[config.mk]
export PLATFORM = sky130hd
export DESIGN_NAME = vxp_ctrl
export DESIGN_NICKNAME = d
export VERILOG_FILES = /design/src/rtl/vxp_pkg.sv /design/src/rtl/vxp_sync.sv /design/src/rtl/vxp_i2c_slave.sv /design/src/rtl/vxp_regs.sv /design/src/rtl/vxp_ctrl.sv
export SDC_FILE = /design/constraint.sdc
export NUM_CORES = 1
export LEC_CHECK = 0
export BUFFER_PORTS_ARGS = -buffer_cell sky130_fd_sc_hd__buf_4
export CORE_AREA = 3 3 89 66
export CTS_BUF_LIST = sky130_fd_sc_hd__clkbuf_4
export DETAILED_ROUTE_END_ITERATION = 6
export DIE_AREA = 0 0 92 69
export GPL_ROUTABILITY_DRIVEN = 0
export PLACE_DENSITY = 0.8
export SLEW_MARGIN = 20
export SYNTH_ARGS = -nofsm -noshare
export SYNTH_HDL_FRONTEND = slang
export SYNTH_SLANG_ARGS = --single-unit
[constraint.sdc]
create_clock -name clk -period 2.4 [get_ports clk]
set_input_delay 0.24 -clock clk [delete_from_list [all_inputs] [get_ports clk]]
set_output_delay 0.24 -clock clk [all_outputs]
set_load 0.005 [all_outputs]
[src/rtl/vxp_pkg.sv]
package vxp_pkg;
    localparam int NUM_OUT = 4;
    localparam int NUM_IN  = 4;
    localparam int SEL_W   = $clog2(NUM_IN);
    localparam int BYTE_W  = 8;
    localparam int STRAP_W = 3;
    localparam int CLAMP_W = 2;
    localparam int AUX_W   = 2;
    localparam logic [3:0]        ADDR_PREFIX = 4'b1001;
    localparam logic [BYTE_W-1:0] IDX_SEL  = 8'd0;
    localparam logic [BYTE_W-1:0] IDX_GAIN = 8'd1;
    localparam logic [BYTE_W-1:0] IDX_EN   = 8'd2;

    typedef enum logic [2:0] {
        ST_IDLE,
        ST_ADDR,
        ST_ADDR_ACK,
        ST_SUB,
        ST_SUB_ACK,
        ST_DATA,
        ST_DATA_ACK,
        ST_IGNORE
    } i2c_state_e;
endpackage

[src/rtl/vxp_sync.sv]
module vxp_sync #(
    parameter int WIDTH   = 2,
    parameter int STAGES  = 2,
    parameter logic RST_V = 1'b1
) (
    input  logic             clk,
    input  logic             rst_n,
    input  logic [WIDTH-1:0] d,
    output logic [WIDTH-1:0] q
);
    logic [WIDTH-1:0] pipe [STAGES];

    always_ff @(posedge clk or negedge rst_n) begin
        if (!rst_n) begin
            for (int s = 0; s < STAGES; s++) pipe[s] <= {WIDTH{RST_V}};
        end else begin
            pipe[0] <= d;
            for (int s = 1; s < STAGES; s++) pipe[s] <= pipe[s-1];
        end
    end

    assign q = pipe[STAGES-1];
endmodule

[src/rtl/vxp_i2c_slave.sv]
module vxp_i2c_slave import vxp_pkg::*; (
    input  logic              clk,
    input  logic              rst_n,
    input  logic              scl_s,
    input  logic              sda_s,
    input  logic [6:0]        dev_addr,
    input  logic              dc_mode,
    output logic              sda_pull,
    output logic              wr_valid,
    output logic [BYTE_W-1:0] wr_ptr,
    output logic [BYTE_W-1:0] wr_data
);
    i2c_state_e        state_q, state_d;
    logic              scl_q, sda_q;
    logic [BYTE_W-1:0] shreg_q, ptr_q;
    logic [2:0]        bitcnt_q;
    logic              ack_q;

    logic start_ev, stop_ev, scl_rise, scl_fall;
    logic rx_state, ack_state, byte_done, addr_hit;
    logic [BYTE_W-1:0] byte_in;

    assign start_ev  = scl_s && scl_q && sda_q && !sda_s;
    assign stop_ev   = scl_s && scl_q && !sda_q && sda_s;
    assign scl_rise  = scl_s && !scl_q;
    assign scl_fall  = !scl_s && scl_q;
    assign rx_state  = (state_q == ST_ADDR) || (state_q == ST_SUB) || (state_q == ST_DATA);
    assign ack_state = (state_q == ST_ADDR_ACK) || (state_q == ST_SUB_ACK) ||
                       (state_q == ST_DATA_ACK);
    assign byte_in   = {shreg_q[BYTE_W-2:0], sda_s};
    assign byte_done = rx_state && scl_rise && (bitcnt_q == 3'd7);
    assign addr_hit  = (byte_in == {dev_addr, 1'b0});

    // next-state logic
    always_comb begin
        state_d = state_q;
        if (dc_mode) begin
            state_d = ST_IDLE;
        end else if (start_ev) begin
            state_d = ST_ADDR;
        end else if (stop_ev) begin
            state_d = ST_IDLE;
        end else begin
            unique case (state_q)
                ST_IDLE, ST_IGNORE: ;
                ST_ADDR:     if (byte_done) state_d = addr_hit ? ST_ADDR_ACK : ST_IGNORE;
                ST_SUB:      if (byte_done) state_d = ST_SUB_ACK;
                ST_DATA:     if (byte_done) state_d = ST_DATA_ACK;
                ST_ADDR_ACK: if (scl_fall && ack_q) state_d = ST_SUB;
                ST_SUB_ACK:  if (scl_fall && ack_q) state_d = ST_DATA;
                ST_DATA_ACK: if (scl_fall && ack_q) state_d = ST_DATA;
                default:     state_d = ST_IDLE;
            endcase
        end
    end

    // state register
    always_ff @(posedge clk or negedge rst_n) begin
        if (!rst_n) state_q <= ST_IDLE;
        else        state_q <= state_d;
    end

    // datapath and outputs
    always_ff @(posedge clk or negedge rst_n) begin
        if (!rst_n) begin
            scl_q    <= 1'b1;
            sda_q    <= 1'b1;
            shreg_q  <= '0;
            bitcnt_q <= '0;
            ptr_q    <= '0;
            ack_q    <= 1'b0;
            wr_valid <= 1'b0;
            wr_ptr   <= '0;
            wr_data  <= '0;
        end else begin
            scl_q    <= scl_s;
            sda_q    <= sda_s;
            wr_valid <= 1'b0;
            if (dc_mode || start_ev || stop_ev) begin
                bitcnt_q <= '0;
                ack_q    <= 1'b0;
            end else begin
                if (rx_state && scl_rise) begin
                    shreg_q  <= byte_in;
                    bitcnt_q <= bitcnt_q + 3'd1;
                end
                if (ack_state && scl_fall) ack_q <= !ack_q;
                else if (!ack_state)       ack_q <= 1'b0;
                if (byte_done && state_q == ST_SUB) ptr_q <= byte_in;
                if (byte_done && state_q == ST_DATA) begin
                    wr_valid <= 1'b1;
                    wr_ptr   <= ptr_q;
                    wr_data  <= byte_in;
                    ptr_q    <= ptr_q + 8'd1;
                end
            end
        end
    end

    assign sda_pull = ack_q;
endmodule

[src/rtl/vxp_regs.sv]
module vxp_regs import vxp_pkg::*; (
    input  logic                      clk,
    input  logic                      rst_n,
    input  logic                      wr_valid,
    input  logic [BYTE_W-1:0]         wr_ptr,
    input  logic [BYTE_W-1:0]         wr_data,
    output logic [NUM_OUT*NUM_IN-1:0] sel_onehot,
    output logic [NUM_OUT-1:0]        out_en,
    output logic [NUM_OUT-1:0]        gain_x2,
    output logic [CLAMP_W-1:0]        clamp_ctl,
    output logic [AUX_W-1:0]          aux
);
    logic [NUM_OUT*SEL_W-1:0] sel_q;

    always_ff @(posedge clk or negedge rst_n) begin
        if (!rst_n) begin
            sel_q     <= '0;
            out_en    <= '0;
            gain_x2   <= '0;
            clamp_ctl <= '0;
            aux       <= '0;
        end else if (wr_valid) begin
            case (wr_ptr)
                IDX_SEL:  sel_q <= wr_data[NUM_OUT*SEL_W-1:0];
                IDX_GAIN: begin
                    gain_x2   <= wr_data[NUM_OUT-1:0];
                    clamp_ctl <= wr_data[NUM_OUT +: CLAMP_W];
                end
                IDX_EN: begin
                    out_en <= wr_data[NUM_OUT-1:0];
                    aux    <= wr_data[NUM_OUT +: AUX_W];
                end
                default: ;
            endcase
        end
    end

    for (genvar g = 0; g < NUM_OUT; g++) begin : g_dec
        assign sel_onehot[g*NUM_IN +: NUM_IN] = NUM_IN'(1) << sel_q[g*SEL_W +: SEL_W];
    end
endmodule

[src/rtl/vxp_ctrl.sv]
module vxp_ctrl import vxp_pkg::*; (
    input  logic                      clk,
    input  logic                      rst_n,
    input  logic                      scl_in,
    input  logic                      sda_in,
    input  logic [STRAP_W-1:0]        strap,
    output logic                      sda_pull,
    output logic                      dc_mode,
    output logic [NUM_OUT*NUM_IN-1:0] sel_onehot,
    output logic [NUM_OUT-1:0]        out_en,
    output logic [NUM_OUT-1:0]        gain_x2,
    output logic [CLAMP_W-1:0]        clamp_ctl,
    output logic [AUX_W-1:0]          aux
);
    logic              scl_s, sda_s;
    logic              wr_valid;
    logic [BYTE_W-1:0] wr_ptr, wr_data;
    logic [6:0]        dev_addr;

    assign dev_addr = {ADDR_PREFIX, strap};
    assign dc_mode  = &strap;

    vxp_sync #(.WIDTH(2), .STAGES(2), .RST_V(1'b1)) u_sync (
        .clk   (clk),
        .rst_n (rst_n),
        .d     ({scl_in, sda_in}),
        .q     ({scl_s, sda_s})
    );

    vxp_i2c_slave u_slave (
        .clk      (clk),
        .rst_n    (rst_n),
        .scl_s    (scl_s),
        .sda_s    (sda_s),
        .dev_addr (dev_addr),
        .dc_mode  (dc_mode),
        .sda_pull (sda_pull),
        .wr_valid (wr_valid),
        .wr_ptr   (wr_ptr),
        .wr_data  (wr_data)
    );

    vxp_regs u_regs (
        .clk        (clk),
        .rst_n      (rst_n),
        .wr_valid   (wr_valid),
        .wr_ptr     (wr_ptr),
        .wr_data    (wr_data),
        .sel_onehot (sel_onehot),
        .out_en     (out_en),
        .gain_x2    (gain_x2),
        .clamp_ctl  (clamp_ctl),
        .aux        (aux)
    );
endmodule

==> results of run 1 <==
## worst paths after layout
kind                                startpoint  slack, ps  depth (start not counted)            endpoint
setup / recovery           u_slave.bitcnt_q[0]        190                          7   u_slave.wr_ptr[0]
hold / removal                        strap[0]        310                          4  u_slave.state_q[0]
setup reg to reg           u_slave.bitcnt_q[0]        190                          7   u_slave.wr_ptr[0]
hold reg to reg                 u_sync.pipe[3]        350                          0         u_sync.q[1]
max in group asynchronous                rst_n       1410                          2   u_regs.gain_x2[0]
min in group asynchronous                rst_n        460                          2   u_slave.wr_ptr[6]
## cell type report
type	count	area share [%]
inverters	5	0.536
clock inverters	5	1.32
well taps	72	2.57
multi-input cells	153	37.3
flip-flops and latches	65	46.7
clock buffers	11	2.36
repair buffers	42	9.22
## report_power, final
| group | switching [mW] | total (mW) | internal, mW |
|---|---|---|---|
| Sequential | 0.116 | 1.29 | 1.17 |
| Combinational | 0.0979 | 0.228 | 0.130 |
| Clock | 0.364 | 0.694 | 0.330 |
| Total | 0.578 | 2.21 | 1.63 |
## per-stage QoR
step                hold WS, ps  worst slack (ps)  total power [mW]  utilization, %
CTS                         286               216              2.23            68.4
global route                284              64.9              2.32            68.4
floorplan                 -55.6               445              1.43               -
finish                      310               189              2.21            68.4
global placement            346               356              1.52            65.3
detailed placement          349               246              1.53            65.3
## cell usage in the layout, fill, tap and decap left out, types with 2 or more instances in the layout
cell,n
nand4b_1,2
o21ai_0,3
nor4b_1,2
mux2_4,10
inv_1,5
o22ai_1,3
nor3_1,2
clkinv_1,3
xor2_1,2
and2_1,4
nor2_1,8
clkbuf_4,11
nor2b_1,9
nand2_1,7
dfrtp_1,59
buf_4,39
nand3_1,11
dfstp_2,6
and3_1,2
and2b_1,2
a211oi_1,6
mux2i_1,3
dlygate4sd3_1,3
a21oi_1,3
a2bb2oi_1,5
and4b_1,2
mux2_2,36
nand4_1,3
ha_1,3
o32a_1,2
xnor2_1,5
## sequential cells by signal, indices dropped and copies added (netlist names), 3 cells and up
name              count
u_regs.sel_q          8
u_slave.ptr_q         8
u_slave.wr_data       8
u_slave.wr_ptr        8
u_slave.shreg_q       7
u_regs.gain_x2        4
u_regs.out_en         4
u_slave.bitcnt_q      3
u_slave.state_q       3
## cells by family after synthesis
kind of cell | after synthesis | share of synthesized area, %
AND/OR/NAND/NOR | 64 | 13.3
buffers and inverters | 12 | 2.69
adder cells (fa/ha/maj) | 3 | 1.24
XOR/XNOR | 7 | 2.03
AO/OA/AOI/OAI | 30 | 7.29
multiplexers | 49 | 19.4
flip-flops | 65 | 54.1
## worst max-delay path: cells and delay by family (launching register included)
kind | cells | cell delay, ps
mux | 1 | 380
simple gates | 3 | 700
fa+ha+maj | 2 | 340
buf+inv | 1 | 280
flops | 1 | 390
## synthesized netlist by cell type (2+ instances only)
master and count:
a211oi_1 6, a21oi_1 3, a2bb2oi_1 5, and2_1 4
and2b_1 2, and3_1 2, and4b_1 2, buf_2 2
buf_4 2, buf_6 2, dfrtp_1 59, dfstp_2 6
ha_1 3, inv_1 5, mux2_2 36, mux2_4 10
mux2i_1 3, nand2_1 7, nand3_1 11, nand4_1 3
nand4b_1 2, nor2_1 8, nor2b_1 9, nor3_1 2
nor4b_1 2, o21ai_0 3, o22ai_1 3, o32a_1 2
xnor2_1 5, xor2_1 2
## layer usage
layer | up-vias | wire (um) | share of wire [%]
li1 | 941 | - | -
met1 | 1005 | 2730 | 47
met2 | 57 | 2650 | 46
met3 | 10 | 344 | 5.9
met4 | 0 | 73 | 1.3
met5 | - | 0 | 0
## repair_timing
item	CTS	global route
resized for setup	0	0
hold buffers	3	0
endpoints found under the setup margin	0	0
hold endpoints to repair	61	0
==> run metrics, run 1 <==
met3 Use GR=a little under 6%; GR Util met2=28.4%; headroom to the max-slew limit=47.0%; Yosys top cell by area=dfrtp_1; ys async rst share=100%; CTS root buf=clkbuf_4; critical path fanouts, max=17; DRT Wirelength=between 5000 and 6000 um; clk buf depth=2; GR Overflow Total=0; number of synthesized flops with an enable pin=0; nature of the critical path endpoint=flip-flop; Tot GR Track Use=19.2%; Leak=1.68 nW; Synth top area share=48.8%; CP arrival=2500 ps; setup_tns=0 ps; NumNets Final=286; DRT iter0 DRCs=132; routed len/inst=16.4 um; Fin. Hold Viols=0; dpl hpwl=4030 um; clock transition at the registers of the reported paths=110 ps; Peak VDD IR=between 0.4 and 0.5 mV; initial core utilization=59.0%; DP Area=3340 um^2; clk_lat worst skew=410 ps; Crit Path Category=reg2reg; initial antenna violation count=0; Final Cell Area=3500 um^2; DRT Pass-1 Iters=4; placed cell count=334; Post-Syn Area=3020 um^2; Die Wd=around 92 um; critical path's most frequent cell=ha_1; Main synth FF type=dfrtp_1; I/O pin count=37; CTS tree=yes; final critical-path required period=2210 ps; Worst Skew=17.7 ps; met1 usage=27.7%; pwr/cell area=631 nW/um^2; Setup Fix Bufs, Post-CTS=0; Via Count=about 2000; Slew Viols, Final=0; slew of the pin with the lowest slew margin=795 ps; Syn Area/Cell=13.1 um^2; fillers=396; vias in the first global route=between 1500 and 2000; Num CTS Buffers=9; largest net degree at the start of global routing=66; Num Clock Sinks=65; Yosys reg bits=65; # diodes=0; max_cap viols=0; Final setup viols=0; Syn-to-layout area delta=15.9%; RSZ-0062 raised after global routing=false; global route hottest layer=met2; first-pass GRT wire length=9470 um; Worst path slowest cell=and4b_1; Post-Layout Cell Count=353; Die Height=69 um; status=finished clean; DRC Markers=0; Post-Syn Nets=240; worst min path class=in2reg; sequential element share of the synthesized area=54.1%; Reg area=between 1500 and 2000 um^2; leading post-synthesis cells by cell area=dfrtp_1, mux2_2, dfstp_2, mux2_4, nor2b_1; Mapped Cells=230; CP Cell Sequence=ha_1 > ha_1 > and4b_1 > nand2_1 > nor2_4 > buf_4 > mux2_2; multi-input logic area=1310 um^2; Crit path required time=2690 ps; post-synthesis cell type count=49; vias per cell=5.70; number of H-tree levels=3; crit start category=flip-flop; fmax=about 450 MHz; # port buffers=36; fin crit share=92.1%; synth warn=0; ANT nets after route=0; total die area=roughly 6300 um^2; layout cells sized above 1=39.5%; # rows=22; Core ar.=5120 um^2; CP peak stage delay=410 ps
Note: power is estimated with default switching activity, not from simulation.
==> run 2, diff against run 1 <==
==> constraint.sdc (replaced) <==
create_clock -name clk -period 2.3 [get_ports clk]
set_input_delay 0.23 -clock clk [delete_from_list [all_inputs] [get_ports clk]]
set_output_delay 0.23 -clock clk [all_outputs]
set_load 0.005 [all_outputs]
==> run 2 against run 1 <==
Compared with the run above:
- sequential power is 5% higher
- fmax is 6.2% higher
- die area did not move
- utilization increased by 0.39 points
- via count fell by 2.9%
- critical endpoint is now u_slave.ptr_q[1]
- largest cell class unchanged
- cell count grew 0.28%
- critical path type unchanged
- clock power increased by 2%
- sequential share of layout area fell by 0.27 points
- power up 3.7%
- worst setup slack better by 29 ps
- clock skew fell by 10 ps
- register-to-register slack improved by 30 ps
==> run metrics, run 2 (same netlist as run 1, synthesis figures left out) <==
CP top delay family=simple AND/OR/NAND/NOR gates; Tot GR Track Use=19.3% (+0.12 points); Slew Viols, Final=0 (unchanged); vias in the first global route=1964 (+3.8%); most frequent cells in the layout=dfrtp_1, buf_4, mux2_2; pwr/cell area=651 nW/um^2 (+3.1%); Num CTS Buffers=9 (unchanged); # diodes=0 (unchanged); Worst path slowest cell=and4b_1; # rows=22 (unchanged); max_cap viols=0 (unchanged); Crit Path Category=reg2reg; initial core utilization=59.0% (unchanged); Die Height=69 um (unchanged); Fin. Hold Viols=0 (unchanged); first-pass GRT wire length=9700 um (+2.4%); nature of the critical path endpoint=flip-flop; critical path fanouts, max=14 (-3); largest net degree at the start of global routing=66 (unchanged); Syn-to-layout area delta=16.5%; # port buffers=36 (unchanged); RSZ-0062 raised after global routing=false; ANT nets after route=0 (unchanged); post-cts resize count=0 (unchanged); CP Cell Sequence=ha_1 > ha_1 > and4b_1 > and2_4 > mux2_4 > mux2_2; Hold Slack=316 ps (+5.47 ps); final critical-path required period=2080 ps (-129 ps); Num Clock Sinks=65 (unchanged); slew of the pin with the lowest slew margin=783 ps (-12.1 ps); commonest non-fill, non-tap cell in the layout=dfrtp_1; DRT iter0 DRCs=61 (-54%); routed len/inst=16.1 um (-2.2%); GR Overflow Total=0 (unchanged); clk_lat worst skew=380 ps (-30 ps); clock transition at the registers of the reported paths=100 ps (about the same); CTS root buf=clkbuf_4; DRC Markers=0 (unchanged); clk buf depth=2 (unchanged); dpl hpwl=3930 um (-2.3%); DRT Wirelength=5690 um (-1.9%); initial antenna violation count=0 (unchanged); I/O pin count=37 (unchanged); critical path's most frequent cell=ha_1; vias per cell=5.52 (-3.2%); Setup Fix Bufs, Post-CTS=0 (unchanged); Peak VDD IR=0.443 mV (+6.3%); hold buffers post-CTS=3 (unchanged); fmax=480 MHz (+6.2%); Bufs and invs on worst path=0 (-1); layout cells sized above 1=39.7% (+0.21 points); worst min path class=in2reg; fin crit share=90.5% (-1.6 points); Worst Skew=7.33 ps (-10.4 ps); total die area=6350 um^2 (unchanged); NumNets Final=287 (+0.35%); Leak=1.68 nW (-0.14%); Via Count=1954 (-2.9%); setup_tns=0 ps (unchanged); Core ar.=5120 um^2 (unchanged); crit start category=flip-flop; DRT Pass-1 Iters=4 (unchanged); status=finished clean; Die Wd=92 um (unchanged); headroom to the max-slew limit=47.8% (+0.80 points); Final setup viols=0 (unchanged); CP arrival=2360 ps (-140 ps); number of H-tree levels=3 (unchanged); Crit path required time=2580 ps (-110 ps); CP peak stage delay=400 ps (about the same); CTS tree=yes
==> run 2: routing by layer <==
layer  part of all wire, %  GRT usage, %  up-vias  wire (um)
li1                      -             -      938          -
met1                    48          28.8      959       2740
met2                    46          27.8       50       2620
met3                   4.9          6.11        7        276
met4                  0.74          4.45        0         42
met5                     0             0        -          0
==> run 2: power by group <==
part	internal, mW	switching [mW]
logic	0.138	0.103
registers	1.22	0.123
clock network	0.319	0.386
==> run 2: path summary, 6_finish.rpt <==
| check | start | endpoint | slack, ps | depth (start not counted) |
|---|---|---|---|---|
| max | u_slave.bitcnt_q[0] | u_slave.ptr_q[1] | 220 | 6 |
| min | strap[0] | u_slave.state_q[0] | 320 | 4 |
| max reg2reg | u_slave.bitcnt_q[0] | u_slave.ptr_q[1] | 220 | 6 |
| min reg2reg | u_sync.pipe[3] | u_sync.q[1] | 360 | 0 |
| max in group asynchronous | rst_n | u_slave.sda_pull | 1320 | 2 |
| min in group asynchronous | rst_n | u_slave.ptr_q[4] | 450 | 2 |
==> run 2: final cells by class <==
| class | count | area, um^2 |
|---|---|---|
| clock buffers | 9 | 67.6 |
| clock inverters | 7 | 61.3 |
| fillers | 394 | 1600 |
| inverters | 5 | 18.8 |
| multi-input cells | 153 | 1310 |
| flip-flops and latches | 65 | 1630 |
| well taps | 72 | 90.1 |
| repair buffers | 43 | 343 |
==> run 2: tightest hold or removal path, stage by stage <==
cell and delay (ps):
buf_4 90, nand3_1 170, o31ai_1 120, a21oi_1 50
==> run 2: through the flow <==
step	power (mW)	std cells	util [%]	setup slack, ps	area (um^2)
floorplan	1.49	230	-	345	3020
global placement	1.59	335	65.7	324	3360
detailed placement	1.60	335	65.7	236	3360
CTS	2.32	354	68.8	221	3520
global route	2.40	354	68.8	122	3520
finish	2.29	354	68.8	218	3520
==> run 3, diff against run 2 <==
--- a/config.mk
+++ b/config.mk
@@ -6,12 +6,12 @@
 export NUM_CORES = 1
 export LEC_CHECK = 0
 export BUFFER_PORTS_ARGS = -buffer_cell sky130_fd_sc_hd__buf_4
-export CORE_AREA = 3 3 89 66
+export CORE_AREA = 2 2 74 76
 export CTS_BUF_LIST = sky130_fd_sc_hd__clkbuf_4
 export DETAILED_ROUTE_END_ITERATION = 6
-export DIE_AREA = 0 0 92 69
+export DIE_AREA = 0 0 76 78
 export GPL_ROUTABILITY_DRIVEN = 0
-export PLACE_DENSITY = 0.8
+export PLACE_DENSITY = 0.81
 export SLEW_MARGIN = 20
 export SYNTH_ARGS = -nofsm -noshare
 export SYNTH_HDL_FRONTEND = slang
==> run 3 against run 2 <==
Compared with the run above:
- via count grew 1.5%
- die area shrank 6.6%
- largest cell class unchanged
- cell area grew 0.21%
- clock skew grew 6.4 ps
==> run metrics, run 3 (same netlist as run 1, synthesis figures left out) <==
crit start category=flip-flop; Tot GR Track Use=20.9% (+1.6 points); critical path's most frequent cell=ha_1; Final setup viols=0 (unchanged); CP arrival=2340 ps (-20 ps); post-cts resize count=0 (unchanged); NumNets Final=287 (unchanged); DRT Pass-1 Iters=4 (unchanged); headroom to the max-slew limit=47.5% (-0.36 points); setup_tns=0 ps (unchanged); Peak VDD IR=0.600 mV (+35%); routed len/inst=15.7 um (-2.1%); CP top delay family=simple AND/OR/NAND/NOR gates; worst min path class=in2reg; RSZ-0062 raised after global routing=false; Num Clock Sinks=65 (unchanged); vias per cell=5.63 (+2.1%); CP peak stage delay=380 ps (-20 ps); Die Height=78 um (+13%); fmax=491 MHz (+2.2%); most frequent cells in the layout=dfrtp_1, buf_4, mux2_2; clock transition at the registers of the reported paths=110 ps (about the same); CTS root buf=clkbuf_4; slew of the pin with the lowest slew margin=788 ps (+5.41 ps); # rows=26 (+18%); fin crit share=88.6% (-1.9 points); vias in the first global route=1872 (-4.7%); DRC Markers=0 (unchanged); Crit Path Category=reg2reg; number of H-tree levels=3 (unchanged); I/O pin count=37 (unchanged); largest net degree at the start of global routing=66 (unchanged); dpl hpwl=3770 um (-4.2%); final critical-path required period=2040 ps (-44.8 ps); commonest non-fill, non-tap cell in the layout=dfrtp_1; CTS tree=yes; initial core utilization=60.0% (+0.91 points); ANT nets after route=0 (unchanged); Worst path slowest cell=dfrtp_1; Core ar.=5040 um^2 (-1.5%); pwr/cell area=666 nW/um^2 (+2.3%); DRT iter0 DRCs=135 (+120%); first-pass GRT wire length=9450 um (-2.6%); Fin. Hold Viols=0 (unchanged); initial antenna violation count=0 (unchanged); Syn-to-layout area delta=16.8%; total die area=5930 um^2 (-6.6%); DRT Wirelength=5530 um (-2.7%); clk_lat worst skew=410 ps (+30 ps); Crit path required time=2610 ps (+30 ps); Via Count=1983 (+1.5%); GR Overflow Total=0 (unchanged); placed cell count=333 (-0.60%); Worst Skew=13.7 ps (+6.35 ps); # port buffers=36 (unchanged); critical path fanouts, max=14 (unchanged); clk buf depth=2 (unchanged); Die Wd=76 um (-17%); nature of the critical path endpoint=flip-flop; max_cap viols=0 (unchanged); Bufs and invs on worst path=0 (unchanged); Leak=1.69 nW (+0.74%); # diodes=0 (unchanged); Post-Layout Cell Count=352 (-0.56%); status=finished clean; Slew Viols, Final=0 (unchanged); Num CTS Buffers=9 (unchanged); layout cells sized above 1=40.8% (+1.1 points); CP Cell Sequence=ha_1 > ha_1 > and4b_1 > and2_4 > mux2_4 > mux2_2
## run 3: final cells by class
cell class                 count  area (um^2)
clock buffer                  11         82.6
inverter                       5         18.8
fill                         381         1510
tap                           70         87.6
sequential                    65         1630
clock inverter                 5         56.3
multi-input combinational    153         1310
timing repair buffer          43          343
## run 3: final timing paths
check | from | endpoint | slack, ps | cells past startpoint
worst min register to register | u_sync.pipe[2] | u_sync.q[0] | 360 | 0
worst max register to register | u_slave.bitcnt_q[0] | u_slave.ptr_q[1] | 260 | 6
worst min-delay path | strap[0] | u_slave.state_q[0] | 260 | 4
max in group asynchronous | rst_n | u_slave.shreg_q[5] | 1340 | 2
worst max-delay path | u_slave.bitcnt_q[0] | u_slave.ptr_q[1] | 260 | 6
min in group asynchronous | rst_n | u_regs.gain_x2[2] | 420 | 2
## run 3: where the power goes
part / switching [mW] / internal [mW]
logic: 0.102 / 0.137
registers: 0.121 / 1.22
clock network: 0.412 / 0.354
## run 3: metrics by stage
step / hold WS (ps) / worst slack (ps) / area, um^2 / util (%) / total power, mW
CTS: 237 / 263 / 3530 / 70.0 / 2.37
detailed placement: 341 / 284 / 3360 / 66.7 / 1.60
finish: 259 / 263 / 3530 / 70.0 / 2.35
global placement: 340 / 340 / 3360 / 66.7 / 1.59
floorplan: -65.6 / 345 / 3020 / - / 1.49
global route: 274 / 120 / 3530 / 70.0 / 2.47
## run 3: timing repair
item	CTS	global route
setup endpoints to repair	0	0
hold buffers	3	0
endpoints found under the hold margin	61	0
buffers inserted	0	0
## run 3: layer usage
layer  wire length [um]  track usage (%)  share of wire (%)  vias up
li1                   -                -                  -      948
met1               2510             27.2                 45      948
met2               2550             31.5                 46       68
met3                285             4.53                5.2       19
met4                192             14.5                3.5        0
met5                  0                0                  0        -
## run 3: tightest hold or removal path, stage by stage
cell and delay, ps:
buf_4 90, nand3_1 150, o31ai_1 120, a21oi_1 50
